<file path="src/rtl/afbm_pkg.sv">
package afbm_pkg;

    typedef enum logic [3:0] {
        ST_IDLE   = 4'd0,
        ST_R_CHK  = 4'd1,
        ST_R_STB  = 4'd2,
        ST_R_HOLD = 4'd3,
        ST_W_CHK  = 4'd4,
        ST_W_STB  = 4'd5,
        ST_W_HOLD = 4'd6,
        ST_PKTEND = 4'd7,
        ST_ABORT  = 4'd8
    } fsm_st_e;

    localparam logic [1:0] SEL_RD = 2'b00;
    localparam logic [1:0] SEL_WR = 2'b10;

endpackage

</file>
<file path="src/rtl/afbm_sync.sv">
module afbm_sync #(
    parameter int NBITS  = 2,
    parameter int STAGES = 2
) (
    input  logic             clk,
    input  logic             rst_n,
    input  logic [NBITS-1:0] async_i,
    output logic [NBITS-1:0] sync_o
);
    for (genvar b = 0; b < NBITS; b++) begin : g_bit
        logic [STAGES-1:0] chain_d, chain_q;

        always_comb begin
            chain_d = {chain_q[STAGES-2:0], async_i[b]};
        end

        always_ff @(posedge clk or negedge rst_n) begin
            if (!rst_n) chain_q <= '0;
            else        chain_q <= chain_d;
        end

        assign sync_o[b] = chain_q[STAGES-1];
    end
endmodule

</file>
<file path="src/rtl/afbm_xfer_cnt.sv">
module afbm_xfer_cnt #(
    parameter int CNT_W = 10
) (
    input  logic             clk,
    input  logic             rst_n,
    input  logic             load_i,
    input  logic [CNT_W-1:0] load_val_i,
    input  logic             dec_i,
    output logic             zero_o
);
    logic [CNT_W-1:0] cnt_d, cnt_q;

    always_comb begin
        cnt_d = cnt_q;
        if (load_i) begin
            cnt_d = load_val_i;
        end else if (dec_i && (cnt_q != '0)) begin
            cnt_d = cnt_q - CNT_W'(1);
        end
    end

    always_ff @(posedge clk or negedge rst_n) begin
        if (!rst_n) cnt_q <= '0;
        else        cnt_q <= cnt_d;
    end

    assign zero_o = (cnt_q == '0);
endmodule

</file>
<file path="src/rtl/afbm_fsm.sv">
module afbm_fsm
    import afbm_pkg::*;
#(
    parameter int MAX_PKT = 512,
    parameter int STB_CYC = 3,
    parameter int CNT_W   = 10
) (
    input  logic             clk,
    input  logic             rst_n,
    input  logic             start_i,
    input  logic             dir_i,
    input  logic [CNT_W-1:0] count_i,
    input  logic [7:0]       tx_data_i,
    input  logic [7:0]       per_data_i,
    input  logic             ne_i,
    input  logic             nf_i,
    input  logic             cnt_zero_i,
    output logic             cnt_load_o,
    output logic             cnt_dec_o,
    output logic             tx_pop_o,
    output logic [7:0]       rx_data_o,
    output logic             rx_valid_o,
    output logic             done_o,
    output logic             xfer_done_o,
    output logic             abort_o,
    output logic             start_err_o,
    output logic [1:0]       per_addr_o,
    output logic             per_rd_n_o,
    output logic             per_wr_n_o,
    output logic             per_oe_n_o,
    output logic             per_pktend_n_o,
    output logic [7:0]       per_data_o,
    output logic             per_drive_o
);
    localparam int WAIT_W = $clog2(STB_CYC + 1);
    localparam logic [WAIT_W-1:0] WAIT_LAST = WAIT_W'(STB_CYC - 1);

    typedef struct packed {
        fsm_st_e           st;
        logic [WAIT_W-1:0] wt;
        logic              short_pkt;
        logic [1:0]        addr;
        logic              rd_n;
        logic              wr_n;
        logic              oe_n;
        logic              pkt_n;
        logic              drive;
        logic              done;
        logic              abort;
        logic              xdone;
        logic              serr;
        logic              rx_valid;
        logic              tx_pop;
        logic [7:0]        dout;
        logic [7:0]        rx_data;
    } regs_t;

    localparam regs_t REGS_RST = '{
        st: ST_IDLE, wt: '0, short_pkt: 1'b0, addr: SEL_RD,
        rd_n: 1'b1, wr_n: 1'b1, oe_n: 1'b1, pkt_n: 1'b1, drive: 1'b0,
        done: 1'b1, abort: 1'b0, xdone: 1'b0, serr: 1'b0,
        rx_valid: 1'b0, tx_pop: 1'b0, dout: '0, rx_data: '0
    };

    regs_t r_d, r_q;

    always_comb begin
        r_d        = r_q;
        r_d.rx_valid = 1'b0;
        r_d.tx_pop = 1'b0;
        r_d.xdone  = 1'b0;
        r_d.serr   = 1'b0;
        cnt_load_o = 1'b0;
        cnt_dec_o  = 1'b0;

        if (start_i && (r_q.st != ST_IDLE)) begin
            r_d.serr = 1'b1;
        end

        unique case (r_q.st)
            ST_IDLE: begin
                if (start_i) begin
                    cnt_load_o    = 1'b1;
                    r_d.short_pkt = (count_i < CNT_W'(MAX_PKT));
                    if (dir_i) begin
                        r_d.st   = ST_W_CHK;
                        r_d.addr = SEL_WR;
                    end else begin
                        r_d.st   = ST_R_CHK;
                        r_d.addr = SEL_RD;
                    end
                end
            end
            ST_R_CHK: begin
                r_d.wt = '0;
                r_d.st = ne_i ? ST_R_STB : ST_ABORT;
            end
            ST_R_STB: begin
                if (r_q.wt == WAIT_LAST) begin
                    r_d.rx_data  = per_data_i;
                    r_d.rx_valid = 1'b1;
                    cnt_dec_o    = 1'b1;
                    r_d.st       = ST_R_HOLD;
                end else begin
                    r_d.wt = r_q.wt + WAIT_W'(1);
                end
            end
            ST_R_HOLD: begin
                r_d.st    = cnt_zero_i ? ST_IDLE : ST_R_CHK;
                r_d.xdone = cnt_zero_i;
            end
            ST_W_CHK: begin
                r_d.wt = '0;
                if (nf_i) begin
                    r_d.st     = ST_W_STB;
                    r_d.dout   = tx_data_i;
                    r_d.tx_pop = 1'b1;
                end else begin
                    r_d.st = ST_ABORT;
                end
            end
            ST_W_STB: begin
                if (r_q.wt == WAIT_LAST) begin
                    cnt_dec_o = 1'b1;
                    r_d.st    = ST_W_HOLD;
                end else begin
                    r_d.wt = r_q.wt + WAIT_W'(1);
                end
            end
            ST_W_HOLD: begin
                if (!cnt_zero_i) begin
                    r_d.st = ST_W_CHK;
                end else if (r_q.short_pkt) begin
                    r_d.st = ST_PKTEND;
                end else begin
                    r_d.st    = ST_IDLE;
                    r_d.xdone = 1'b1;
                end
            end
            ST_PKTEND: begin
                r_d.st    = ST_IDLE;
                r_d.xdone = 1'b1;
            end
            ST_ABORT: begin
                r_d.st = ST_IDLE;
            end
            default: begin
                r_d.st = ST_IDLE;
            end
        endcase

        r_d.rd_n  = (r_d.st != ST_R_STB);
        r_d.oe_n  = !((r_d.st == ST_R_STB) || (r_d.st == ST_R_HOLD));
        r_d.wr_n  = (r_d.st != ST_W_STB);
        r_d.drive = (r_d.st == ST_W_STB) || (r_d.st == ST_W_HOLD);
        r_d.pkt_n = (r_d.st != ST_PKTEND);
        r_d.done  = (r_d.st == ST_IDLE);
        r_d.abort = (r_d.st == ST_ABORT);
    end

    always_ff @(posedge clk or negedge rst_n) begin
        if (!rst_n) r_q <= REGS_RST;
        else        r_q <= r_d;
    end

    assign tx_pop_o       = r_q.tx_pop;
    assign rx_data_o      = r_q.rx_data;
    assign rx_valid_o     = r_q.rx_valid;
    assign done_o         = r_q.done;
    assign xfer_done_o    = r_q.xdone;
    assign abort_o        = r_q.abort;
    assign start_err_o    = r_q.serr;
    assign per_addr_o     = r_q.addr;
    assign per_rd_n_o     = r_q.rd_n;
    assign per_wr_n_o     = r_q.wr_n;
    assign per_oe_n_o     = r_q.oe_n;
    assign per_pktend_n_o = r_q.pkt_n;
    assign per_data_o     = r_q.dout;
    assign per_drive_o    = r_q.drive;
endmodule

</file>
<file path="src/rtl/afifo_bus_master.sv">
module afifo_bus_master #(
    parameter int MAX_PKT     = 512,
    parameter int STB_CYC     = 3,
    parameter int SYNC_STAGES = 2,
    parameter int CNT_W       = $clog2(MAX_PKT + 1)
) (
    input  logic             clk,
    input  logic             rst_n,
    input  logic             start_i,
    input  logic             dir_i,
    input  logic [CNT_W-1:0] count_i,
    input  logic [7:0]       tx_data_i,
    output logic             tx_pop_o,
    output logic [7:0]       rx_data_o,
    output logic             rx_valid_o,
    output logic             done_o,
    output logic             xfer_done_o,
    output logic             abort_o,
    output logic             start_err_o,
    output logic [1:0]       per_addr_o,
    output logic             per_rd_n_o,
    output logic             per_wr_n_o,
    output logic             per_oe_n_o,
    output logic             per_pktend_n_o,
    output logic [7:0]       per_data_o,
    output logic             per_drive_o,
    input  logic [7:0]       per_data_i,
    input  logic             per_not_empty_i,
    input  logic             per_not_full_i
);
    localparam int NFLAGS = 2;

    logic [NFLAGS-1:0] flags_sync;
    logic              cnt_load, cnt_dec, cnt_zero;

    afbm_sync #(
        .NBITS  (NFLAGS),
        .STAGES (SYNC_STAGES)
    ) u_sync (
        .clk     (clk),
        .rst_n   (rst_n),
        .async_i ({per_not_full_i, per_not_empty_i}),
        .sync_o  (flags_sync)
    );

    afbm_xfer_cnt #(
        .CNT_W (CNT_W)
    ) u_cnt (
        .clk        (clk),
        .rst_n      (rst_n),
        .load_i     (cnt_load),
        .load_val_i (count_i),
        .dec_i      (cnt_dec),
        .zero_o     (cnt_zero)
    );

    afbm_fsm #(
        .MAX_PKT (MAX_PKT),
        .STB_CYC (STB_CYC),
        .CNT_W   (CNT_W)
    ) u_fsm (
        .clk            (clk),
        .rst_n          (rst_n),
        .start_i        (start_i),
        .dir_i          (dir_i),
        .count_i        (count_i),
        .tx_data_i      (tx_data_i),
        .per_data_i     (per_data_i),
        .ne_i           (flags_sync[0]),
        .nf_i           (flags_sync[1]),
        .cnt_zero_i     (cnt_zero),
        .cnt_load_o     (cnt_load),
        .cnt_dec_o      (cnt_dec),
        .tx_pop_o       (tx_pop_o),
        .rx_data_o      (rx_data_o),
        .rx_valid_o     (rx_valid_o),
        .done_o         (done_o),
        .xfer_done_o    (xfer_done_o),
        .abort_o        (abort_o),
        .start_err_o    (start_err_o),
        .per_addr_o     (per_addr_o),
        .per_rd_n_o     (per_rd_n_o),
        .per_wr_n_o     (per_wr_n_o),
        .per_oe_n_o     (per_oe_n_o),
        .per_pktend_n_o (per_pktend_n_o),
        .per_data_o     (per_data_o),
        .per_drive_o    (per_drive_o)
    );
endmodule

</file>
<file path="config.mk">
export PLATFORM = sky130hd
export DESIGN_NAME = afifo_bus_master
export DESIGN_NICKNAME = d
export VERILOG_FILES = /design/src/rtl/afbm_pkg.sv /design/src/rtl/afbm_sync.sv /design/src/rtl/afbm_xfer_cnt.sv /design/src/rtl/afbm_fsm.sv /design/src/rtl/afifo_bus_master.sv
export SDC_FILE = /design/constraint.sdc
export NUM_CORES = 1
export LEC_CHECK = 0
export BUFFER_PORTS_ARGS = -buffer_cell sky130_fd_sc_hd__buf_2
export CAP_MARGIN = 20
export CORE_ASPECT_RATIO = 0.7
export CORE_MARGIN = 1.5
export CORE_UTILIZATION = 47
export CTS_CLUSTER_DIAMETER = 100
export DETAILED_ROUTE_END_ITERATION = 8
export PLACE_DENSITY = 0.77
export SLEW_MARGIN = 30
export SYNTH_ARGS = -nofsm -noshare
export SYNTH_HDL_FRONTEND = slang
export SYNTH_SLANG_ARGS = --single-unit
export TNS_END_PERCENT = 10
</file>
<file path="constraint.sdc">
create_clock -name clk -period 1.8 [get_ports clk]
set_input_delay 0.27 -clock clk [delete_from_list [all_inputs] [get_ports clk]]
set_output_delay 0.27 -clock clk [all_outputs]
set_load 0.03 [all_outputs]
</file>
==> results.cfg <==
[run_status]
outcome = finished with violations
violations = negative setup slack

[route]
vias = 1936
avgViaCountPerCell = 5.26
ant_nets = 0
wl_per_cell_um = 13.8
first_pass_iters = 4
routed_wl_um = 5080
drc_errors = 0
drt_iter0_markers = 135

[clock_tree]
cts_made_buffers = 5
clk-insertion-delay-late_ns = 0.31
tritoncts = yes
clk_path_buf_depth = 2
post_cts_buffers = 0
clock_sinks = 49
cts_max_level = 2
clkTransAtPathRegs_ns = 0.09
cts-root-buf = clkbuf_8

[timing]
hold_viol = 0
drv_slew = 0
setup_slack_ns = -0.0966
clock-skew-final_ns = 0.0116
setup_violations = 7
rsz0062_at_grt = true
max_freq_ghz = 0.527
post-route-period-util_pct = 105
hold-worst-slack_ns = 0.0626
period_minus_slack_ns = 1.90

[final_layout]
final_layout_size_suffix_gt1_share_pct = 41.8
final_util_pct = 61.5
fill_cells = 412
n_antenna_cell = 0
fin_area_sq_mm = 0.00299
final_nets = 333
syn_to_final_growth_pct = 24.5

[logic_synthesis]
synth_top_family_by_area = simple AND/OR/NAND/NOR gates
synthArstFlopShare_pct = 100
synth_xor_area_share_pct = 0
synthCells = 233
syn-cell-area_sq_mm = 0.00240
synth_mux_area_share_pct = 4.69
synth_edf_count = 0
synth-simple-area-share_pct = 22.8
synth_area_per_cell_sq_um = 10.3
ys_types = 50
ys_warn_count = 0
synth_fa_ha_area_share_pct = 1.56
synthesis.nets = 268
ys_seq_area_share_pct = 51.3
synthFlopType = dfrtp_1
ys_seq_elements = 49
synth_compound_area_share_pct = 11.4

[power]
pwr-share-comb_pct = 48.9
power_density_mw_per_mm2 = 1710
ir_drop_mv = 0.698
clockPowerShare_pct = 15.5
switching_share_pct = 40.9
p_int_mw = 3.03
seq_power_share_pct = 35.6
p_leak_nw = 1.36
net-switching-power_mw = 2.10

[placed_design]
pre_cts_slack_ns = -0.0986
place_area_sq_mm = 0.00283
gp_congestion = 0.864
hpwlAfterDp_um = 3750
port_buffers = 59

[grt]
grt_max_degree = 50
grt_pass1_vias = 1860
grt_pass1_wl_um = 8650
grt_use_total_pct = 20.1
antenna_found_initial = 0
overflow = 0

[floorplan]
start_util_pct = 49.4
die_area_sq_mm = 0.00556
die_h_um = 62.8
fp.dieW_um = 88.5
coreArea_sq_mm = 0.00486
io_pins = 61
row_count = 21

[worst_setup_path]
crit_type = register to register
setup.worst_path.start_class = register
critPathRequiredTime_ns = 2.02
crit_arrival_ns = 2.11
cp-end-kind = register
crit_fanout = 5

[job]
cap_violations = 0

[hold_path]
hp-class = input port to register
==> layout make-up <==
| cell class | count | area (sq um) | share of cell area [%] |
|---|---|---|---|
| inverter | 5 | 18.8 | 0.627 |
| sequential | 49 | 1230 | 41.3 |
| tap | 69 | 86.3 | 2.89 |
| clock buffer | 5 | 68.8 | 2.30 |
| multi-input combinational | 151 | 1010 | 33.8 |
| timing repair buffer | 86 | 529 | 17.7 |
| clock inverter | 3 | 43.8 | 1.46 |
==> path summary, 6_finish.rpt <==
check	start	end	slack [ns]	depth (start not counted)
max	u_cnt.cnt_q[8]$_DFFE_PN0P_	u_fsm.done_o$_DFF_PN1_	-0.1	4
min	per_not_full_i	u_sync.g_bit[1].chain_q[0]$_DFF_PN0_	0.06	1
max reg2reg	u_cnt.cnt_q[8]$_DFFE_PN0P_	u_fsm.done_o$_DFF_PN1_	-0.1	4
min reg2reg	u_sync.g_bit[0].chain_q[0]$_DFF_PN0_	u_sync.g_bit[0].chain_q[1]$_DFF_PN0_	0.35	0
max in group asynchronous	rst_n	u_fsm.per_pktend_n_o$_DFF_PN1_	1.05	3
min in group asynchronous	rst_n	u_cnt.cnt_q[3]$_DFFE_PN0P_	0.47	3
==> per-layer routing <==
| metal | vias up | GRT usage, % | wire length (um) |
|---|---|---|---|
| met2 | 54 | 30.9 | 2340 |
| met1 | 941 | 28.6 | 2460 |
| met5 | - | 0 | 0 |
| li1 | 936 | - | - |
| met3 | 5 | 4.89 | 227 |
| met4 | 0 | 4.69 | 51 |
==> sequential cells by signal (all words and copies together) (netlist names) <==
name / flops
u_fsm.per_oe_n_o: 1
u_fsm.per_wr_n_o: 1
u_sync.g_bit.chain_q: 4
u_fsm.rx_valid_o: 1
u_fsm.start_err_o: 1
u_fsm.per_data_o: 8
u_fsm.done_o: 1
u_cnt.cnt_q: 10
u_fsm.r_q: 7
u_fsm.per_pktend_n_o: 1
u_fsm.xfer_done_o: 1
u_fsm.per_addr_o: 1
u_fsm.per_rd_n_o: 1
u_fsm.tx_pop_o: 1
u_fsm.per_drive_o: 1
u_fsm.rx_data_o: 8
u_fsm.abort_o: 1
==> worst max-delay path, cell delays in order, from the launching register on <==
cell     delay (ns)
dfrtp_1        0.41
or4_4          0.55
or3_4          0.36
a221o_1        0.33
nor4_2         0.16
==> metrics by stage <==
step	setup TNS [ns]	instances	power (mW)
2_1_floorplan	-0.0513	233	3.61
3_5_place_dp	-0.533	359	4.27
4_1_cts	-0.263	368	5.09
3_3_place_gp	-0.0232	359	4.18
5_1_grt	-0.976	368	5.48
6_report	-0.204	368	5.12
==> synthesized netlist by cell type (2+ instances only) <==
cell type,instances,share of area (%)
buf_2,2,0.42
o21ai_0,6,1.3
mux2_2,10,4.7
nor2b_1,7,1.8
a31oi_1,5,1.3
a21oi_1,4,0.83
o311ai_0,4,1.5
nor2_1,10,1.6
nand2b_1,5,1.3
clkbuf_1,8,1.3
buf_4,18,5.6
o41ai_1,2,0.73
o21bai_1,3,0.94
o31ai_1,3,0.94
nand3b_1,3,0.94
a211oi_1,2,0.62
or3_1,4,1.0
or3b_2,2,0.73
or4_1,8,2.5
dfrtp_1,44,46
nand2_1,37,5.8
ha_1,3,1.6
nand3_1,6,1.3
inv_1,4,0.62
or2_2,2,0.52
o2111ai_1,2,0.73
dfstp_2,5,5.5
a21o_1,2,0.62
==> cell usage in the layout (no fill, tap or decap), types with 2 or more instances in the layout <==
cell / n
buf_2: 59
dfrtp_1: 42
nand2_1: 37
buf_4: 23
mux2_2: 10
nor2_1: 9
or4_1: 8
nand3_1: 6
nor2b_1: 6
o21ai_0: 6
nand2b_1: 5
a31oi_1: 5
clkbuf_8: 5
dfstp_2: 5
inv_1: 4
or3_1: 4
a21oi_1: 3
o21bai_1: 3
nand3b_1: 3
o31ai_1: 3
o311ai_0: 3
ha_1: 3
or2_2: 2
or3b_2: 2
a211oi_1: 2
a21o_1: 2
o41ai_1: 2
buf_12: 2
dfrtp_2: 2
==> cell families (layout without fill, tap and decap cells) <==
kind of cell	Yosys count	count (layout)
simple gates	98	98
flops	49	49
compound gates	39	39
buf+inv	33	99
mux	10	10
fa+ha+maj	3	3
other cells	1	1
==> power by group through the flow <==
stage | Sequential (mW) | Clock (mW) | Combinational [mW]
2_1_floorplan | 1.91 | 0 | 1.70
3_3_place_gp | 1.81 | 0 | 2.36
3_5_place_dp | 1.83 | 0 | 2.44
4_1_cts | 1.82 | 0.809 | 2.46
5_1_grt | 1.88 | 0.860 | 2.74
6_report | 1.82 | 0.794 | 2.50
==> repair_timing <==
item | 4_1_cts | 5_1_grt
endpoints found under the setup margin | 20 | 13
hold buffers | 1 | 0
pin swaps | 2 | 1
gates resized for setup | 5 | 5
hold endpoints to repair | 44 | 0
Note: power is estimated with default switching activity, not from simulation.
